[config.mk]
export PLATFORM = sky130hd
export DESIGN_NAME = shf_unit
export DESIGN_NICKNAME = d
export VERILOG_FILES = /design/src/rtl/shf_pkg.sv /design/src/rtl/shf_decode.sv /design/src/rtl/shf_amount.sv /design/src/rtl/shf_core.sv /design/src/rtl/shf_unit.sv
export SDC_FILE = /design/constraint.sdc
export NUM_CORES = 1
export LEC_CHECK = 0
export ABC_AREA = 0
export BUFFER_PORTS_ARGS = -buffer_cell sky130_fd_sc_hd__buf_2
export CAP_MARGIN = 5
export CORE_UTILIZATION = 35
export DETAILED_ROUTE_END_ITERATION = 10
export SYNTH_ARGS = -nofsm -noshare
export SYNTH_HDL_FRONTEND = slang
export SYNTH_SLANG_ARGS = --single-unit
[constraint.sdc]
create_clock -name vclk -period 3.8
set_clock_uncertainty 0.15 [all_clocks]
set_input_delay 0.57 -clock vclk [all_inputs]
set_output_delay 0.57 -clock vclk [all_outputs]
set_load 0.01 [all_outputs]
[src/rtl/shf_pkg.sv]
package shf_pkg;

  localparam int FN_W = 6;

  localparam logic [FN_W-1:0] FN_LEFT_IMM  = 6'h00;
  localparam logic [FN_W-1:0] FN_RIGHT_IMM = 6'h02;
  localparam logic [FN_W-1:0] FN_ARITH_IMM = 6'h03;
  localparam logic [FN_W-1:0] FN_LEFT_VAR  = 6'h04;
  localparam logic [FN_W-1:0] FN_RIGHT_VAR = 6'h06;
  localparam logic [FN_W-1:0] FN_ARITH_VAR = 6'h07;

  typedef struct packed {
    logic valid;
    logic left;
    logic arith;
    logic rotate;
    logic use_reg;
  } shf_ctl_t;

endpackage

[src/rtl/shf_decode.sv]
module shf_decode
  import shf_pkg::*;
(
  input  logic [FN_W-1:0] fn_code,
  input  logic            rot_sel,
  output shf_ctl_t        ctl
);

  always_comb begin
    ctl = '0;
    unique case (fn_code)
      FN_LEFT_IMM:  begin ctl.valid = 1'b1; ctl.left = 1'b1; end
      FN_RIGHT_IMM: begin ctl.valid = 1'b1; ctl.rotate = rot_sel; end
      FN_ARITH_IMM: begin ctl.valid = 1'b1; ctl.arith = 1'b1; end
      FN_LEFT_VAR:  begin ctl.valid = 1'b1; ctl.left = 1'b1; ctl.use_reg = 1'b1; end
      FN_RIGHT_VAR: begin ctl.valid = 1'b1; ctl.rotate = rot_sel; ctl.use_reg = 1'b1; end
      FN_ARITH_VAR: begin ctl.valid = 1'b1; ctl.arith = 1'b1; ctl.use_reg = 1'b1; end
      default:      ctl = '0;
    endcase
  end

  // At most one mode flag may be set, and only on a legal code
  always_comb begin
    p_mode_exclusive_r9: assert ($countones({ctl.left, ctl.arith, ctl.rotate}) <= 1 &&
                                 (ctl.valid || !(ctl.left || ctl.arith || ctl.rotate || ctl.use_reg)))
      else $error("decode produced conflicting mode flags");
  end

endmodule

[src/rtl/shf_amount.sv]
module shf_amount #(
  parameter int W  = 32,
  parameter int AW = $clog2(W)
) (
  input  logic          use_reg,
  input  logic [AW-1:0] imm_amt,
  input  logic [W-1:0]  amt_reg,
  output logic [AW-1:0] amt
);

  always_comb begin
    if (use_reg) amt = amt_reg[AW-1:0];
    else         amt = imm_amt;
  end

endmodule

[src/rtl/shf_core.sv]
module shf_core #(
  parameter int W  = 32,
  parameter int AW = $clog2(W)
) (
  input  logic [W-1:0]  data,
  input  logic [AW-1:0] amt,
  input  logic          left,
  input  logic          arith,
  input  logic          rotate,
  output logic [W-1:0]  out
);

  localparam logic [W-1:0] ALL_ONES = {W{1'b1}};

  logic [AW:0][W-1:0] stg;
  logic [W-1:0]       data_rev;
  logic [W-1:0]       last_rev;
  logic               fill;

  // a left shift reuses the right-going network on a bit-reversed operand
  for (genvar i = 0; i < W; i++) begin : g_rev
    assign data_rev[i] = data[W-1-i];
    assign last_rev[i] = stg[AW][W-1-i];
  end

  assign fill   = arith & data[W-1];
  assign stg[0] = left ? data_rev : data;

  // each stage moves by a power of two below W, so the wrap term never
  // needs a shift by the full width
  for (genvar k = 0; k < AW; k++) begin : g_stage
    localparam int S = 1 << k;
    logic [W-1:0] moved;
    assign moved = (stg[k] >> S) |
                   (rotate ? (stg[k] << (W - S)) :
                    (fill  ? ~(ALL_ONES >> S) : '0));
    assign stg[k+1] = amt[k] ? moved : stg[k];
  end

  assign out = left ? last_rev : stg[AW];

  always_comb begin
    // a zero distance rotate returns the operand
    p_rot_zero_r8: assert (!(rotate && amt == '0) || out == data)
      else $error("rotate by zero altered operand");
    // arithmetic right shift keeps the sign bit
    p_arith_sign_r3: assert (!arith || out[W-1] == data[W-1])
      else $error("arithmetic shift lost sign");
    // a left shift by a non-zero distance clears bit 0
    p_left_lsb_r1: assert (!(left && amt != '0) || out[0] == 1'b0)
      else $error("left shift left a low bit set");
    // a rotate preserves the count of ones
    p_rot_pop_r2: assert (!rotate || $countones(out) == $countones(data))
      else $error("rotate changed population");
  end

endmodule

[src/rtl/shf_unit.sv]
module shf_unit
  import shf_pkg::*;
#(
  parameter int W  = 32,
  parameter int AW = $clog2(W)
) (
  input  logic [FN_W-1:0] fn_code,
  input  logic            rot_sel,
  input  logic [AW-1:0]   imm_amt,
  input  logic [W-1:0]    amt_reg,
  input  logic [W-1:0]    data_in,
  output logic [W-1:0]    result,
  output logic            bad_fn
);

  shf_ctl_t      ctl;
  logic [AW-1:0] amt;
  logic [W-1:0]  core_out;

  shf_decode u_dec (
    .fn_code (fn_code),
    .rot_sel (rot_sel),
    .ctl     (ctl)
  );

  shf_amount #(.W(W), .AW(AW)) u_amt (
    .use_reg (ctl.use_reg),
    .imm_amt (imm_amt),
    .amt_reg (amt_reg),
    .amt     (amt)
  );

  shf_core #(.W(W), .AW(AW)) u_core (
    .data   (data_in),
    .amt    (amt),
    .left   (ctl.left),
    .arith  (ctl.arith),
    .rotate (ctl.rotate),
    .out    (core_out)
  );

  assign bad_fn = ~ctl.valid;
  assign result = ctl.valid ? core_out : '0;

  always_comb begin
    // an illegal code never leaks a value
    p_illegal_zero_r9: assert (!bad_fn || result == '0)
      else $error("illegal code produced non-zero result");
  end

endmodule

==> flow_metrics.py <==
metrics = {
    "grt": {
        "grt_pass1_vias": 6606,
        "grt.busiest_layer": "met2",
        "globalRouteMet1Util_pct": 50.6,
        "grt_usage_pct": 37.3,
        "antenna_found_initial": 0,
        "gr-total-overflow": 0,
        "grtUsageMet3_pct": 6.86,
        "grtUsageMet2_pct": 59.5,
        "grt_pass1_wl_mm": 36.8,
        "grt_max_degree": 30,
    },
    "worst_hold_path": {
        "worstHoldStart": "fn_code[1]",
        "min_to": "result[11]",
        "holdPathStages": 5,
        "hp-class": "in -> out",
    },
    "logic_synthesis": {
        "synth_top_area_share_pct": 7.13,
        "ys_types": 76,
        "synth_area_um2": 4210,
        "yosysWarningCount": 0,
        "synthTopCellsByArea": "mux2i_1 (7.1%), a21oi_1 (6.2%), mux4_2 (5.9%)",
        "synth_fp_nets": 708,
        "synth_top_area_cell": "mux2i_1",
        "ys_seq_area_share_pct": 0,
        "synthCells": 632,
        "syn_avg_cell_area_um2": 6.67,
    },
    "timing": {
        "rsz0062_at_grt": "yes",
        "period_minus_slack_ns": 4.34,
        "timing.fmax_ghz": 0.230,
        "hold_viol": 0,
        "finalSetupViolations": 32,
        "setup_ws_ns": -0.545,
        "slew_violations": 0,
        "worst_slew_pin_slew_ns": 0.510,
        "relSlewSlack_pct": 66.0,
        "fin_crit_sh_pct": 114,
        "final.setup.tns_ns": -14.30,
    },
    "finish": {
        "final_common_cell": "buf_4",
        "drive_gt1_share_pct": 63.5,
        "final_cell_mix": "buf_4 (211), buf_2 (79), nand2_1 (46), buf_6 (36), nor2_1 (29)",
        "design.seq.count": 0,
        "syn2layout_area_growth_pct": 87.6,
        "postLayoutCoreUtil_pct": 68.3,
        "diodes": 0,
        "nFillCells": 932,
        "multiInputGateArea_um2": 5040,
        "num-nets-final": 982,
        "regArea_um2": 0,
        "clkbuf_count": 0,
    },
    "worst_setup_path": {
        "crit_path_end_kind": "output port",
        "crit_chain": "buf_6 -> or3_4 -> buf_6 -> o31ai_4 -> buf_6 -> buf_12 -> and3_4 -> a21oi_4 -> mux4_2 -> a22o_1 -> a221oi_2 -> mux2_4 -> nand2_2 -> a31oi_2 -> buf_2",
        "cp-start-kind": "input port",
        "slowest_stage": "mux4_2",
        "cp_common_cell": "buf_6",
        "crit_path_max_incr_delay_ns": 0.51,
        "cp_max_fo": 6,
        "critical_path_class": "in -> out",
        "worstPathRequired_ns": 3.08,
        "crit_arrival_ns": 3.62,
    },
    "power_and_ir_drop": {
        "peakVddDrop_v": 0.0000652,
        "power.density_nw_per_um2": 146,
        "p_leak_nw": 3.27,
    },
    "detailed_routing": {
        "viasPerCell": 6.72,
        "routedWlPerCell_um": 24.0,
        "vias": 7036,
        "wl_mm": 25.2,
        "drt-pass1-iter-count": 8,
        "drc": 6,
        "initialDrtViolationCount": 867,
        "ant_nets": 0,
    },
    "floorplan": {
        "fp.dieArea_um2": 12500,
        "chipHeight_um": 112,
        "core_region_area_um2": 11600,
        "start_util_pct": 36.4,
        "rows": 39,
        "die_x_um": 112,
        "pin_count": 109,
    },
    "placed_design": {
        "gp_congestion": 0.980,
        "port_buffers": 82,
        "dp.final_hpwl_mm": 18.5,
    },
    "run_status": {
        "violations": "design-rule violations, negative setup slack",
        "outcome": "finished with violations",
    },
    "job": {
        "cap_violations": 0,
    },
}
metrics by stage:
stage	cells	setup slack [ns]	hold slack [ns]	power (W)	instance area, um^2
after floorplan	632	-0.186	1.34	0.000463	4400
after global placement	1000	-0.663	1.62	0.000854	6310
after detailed placement	1000	-0.666	1.64	0.000861	6310
after CTS	1024	-0.527	1.64	0.00100	7220
after global routing	1047	-0.642	1.68	0.00120	7900
final	1047	-0.545	1.67	0.00115	7900
power breakdown:
| group | leakage (nW) | internal, W | total [W] | switching, W |
|---|---|---|---|---|
| Sequential | 0 | 0 | 0 | 0 |
| Combinational | 3.27 | 0.000539 | 0.00115 | 0.000611 |
| Clock | 0 | 0 | 0 | 0 |
worst max path at each step:
| stage | endpoint | from | slack, ns | depth (start not counted) |
|---|---|---|---|---|
| final | result[18] | fn_code[4] | -0.54 | 15 |
| after floorplan | result[17] | fn_code[3] | -0.19 | 12 |
| after CTS | result[31] | fn_code[3] | -0.53 | 12 |
| after detailed placement | result[28] | fn_code[3] | -0.67 | 15 |
| after global routing | result[18] | fn_code[4] | -0.64 | 14 |
| after global placement | result[16] | fn_code[3] | -0.66 | 16 |
critical path: cells and delay by family:
| kind | cells | cell delay (ns) |
|---|---|---|
| simple gates | 3 | 0.69 |
| compound gates | 5 | 0.93 |
| mux | 2 | 0.72 |
| buf+inv | 5 | 0.70 |
area by class of cell:
cell class | count | area share (%)
tap | 143 | 2.26
inverter | 15 | 0.713
multi-input combinational | 552 | 63.8
timing repair buffer | 337 | 33.3
per-layer routing:
metal / wire, um / vias up
met5: 0 / -
met4: 971 / 0
met3: 2840 / 102
met2: 11100 / 485
met1: 10200 / 3380
li1: - / 3069
cell families after synthesis:
kind of cell	synth area share (%)
compound gates	46.6
simple gates	26.7
buf+inv	9.18
mux	17.6
cells in the mapped netlist (6+ instances only):
master	n
a211o_1	8
a211oi_1	29
a21o_1	10
a21oi_1	52
a22oi_1	12
a31oi_1	7
a32oi_1	10
and3_1	8
buf_1	7
buf_2	21
clkbuf_1	28
inv_1	15
mux2_2	17
mux2i_1	30
mux4_2	11
nand2_1	51
nand2b_1	11
nand3_1	24
nand4_1	9
nor2_1	37
nor2b_1	7
nor3_1	24
nor4_1	10
o211ai_1	9
o21ai_0	48
o21ai_1	8
o22ai_1	17
o31ai_1	6
o32ai_1	12
repair_timing:
item                                    in CTS  in global routing
resized for setup                          157                 95
hold buffers                                 0                  0
buffers inserted                            24                 22
pin swaps                                   38                 35
cloned                                       2                  2
endpoints found under the setup margin      32                 32
hold endpoints to repair                     0                  0
(Power assumes the default switching activity.)
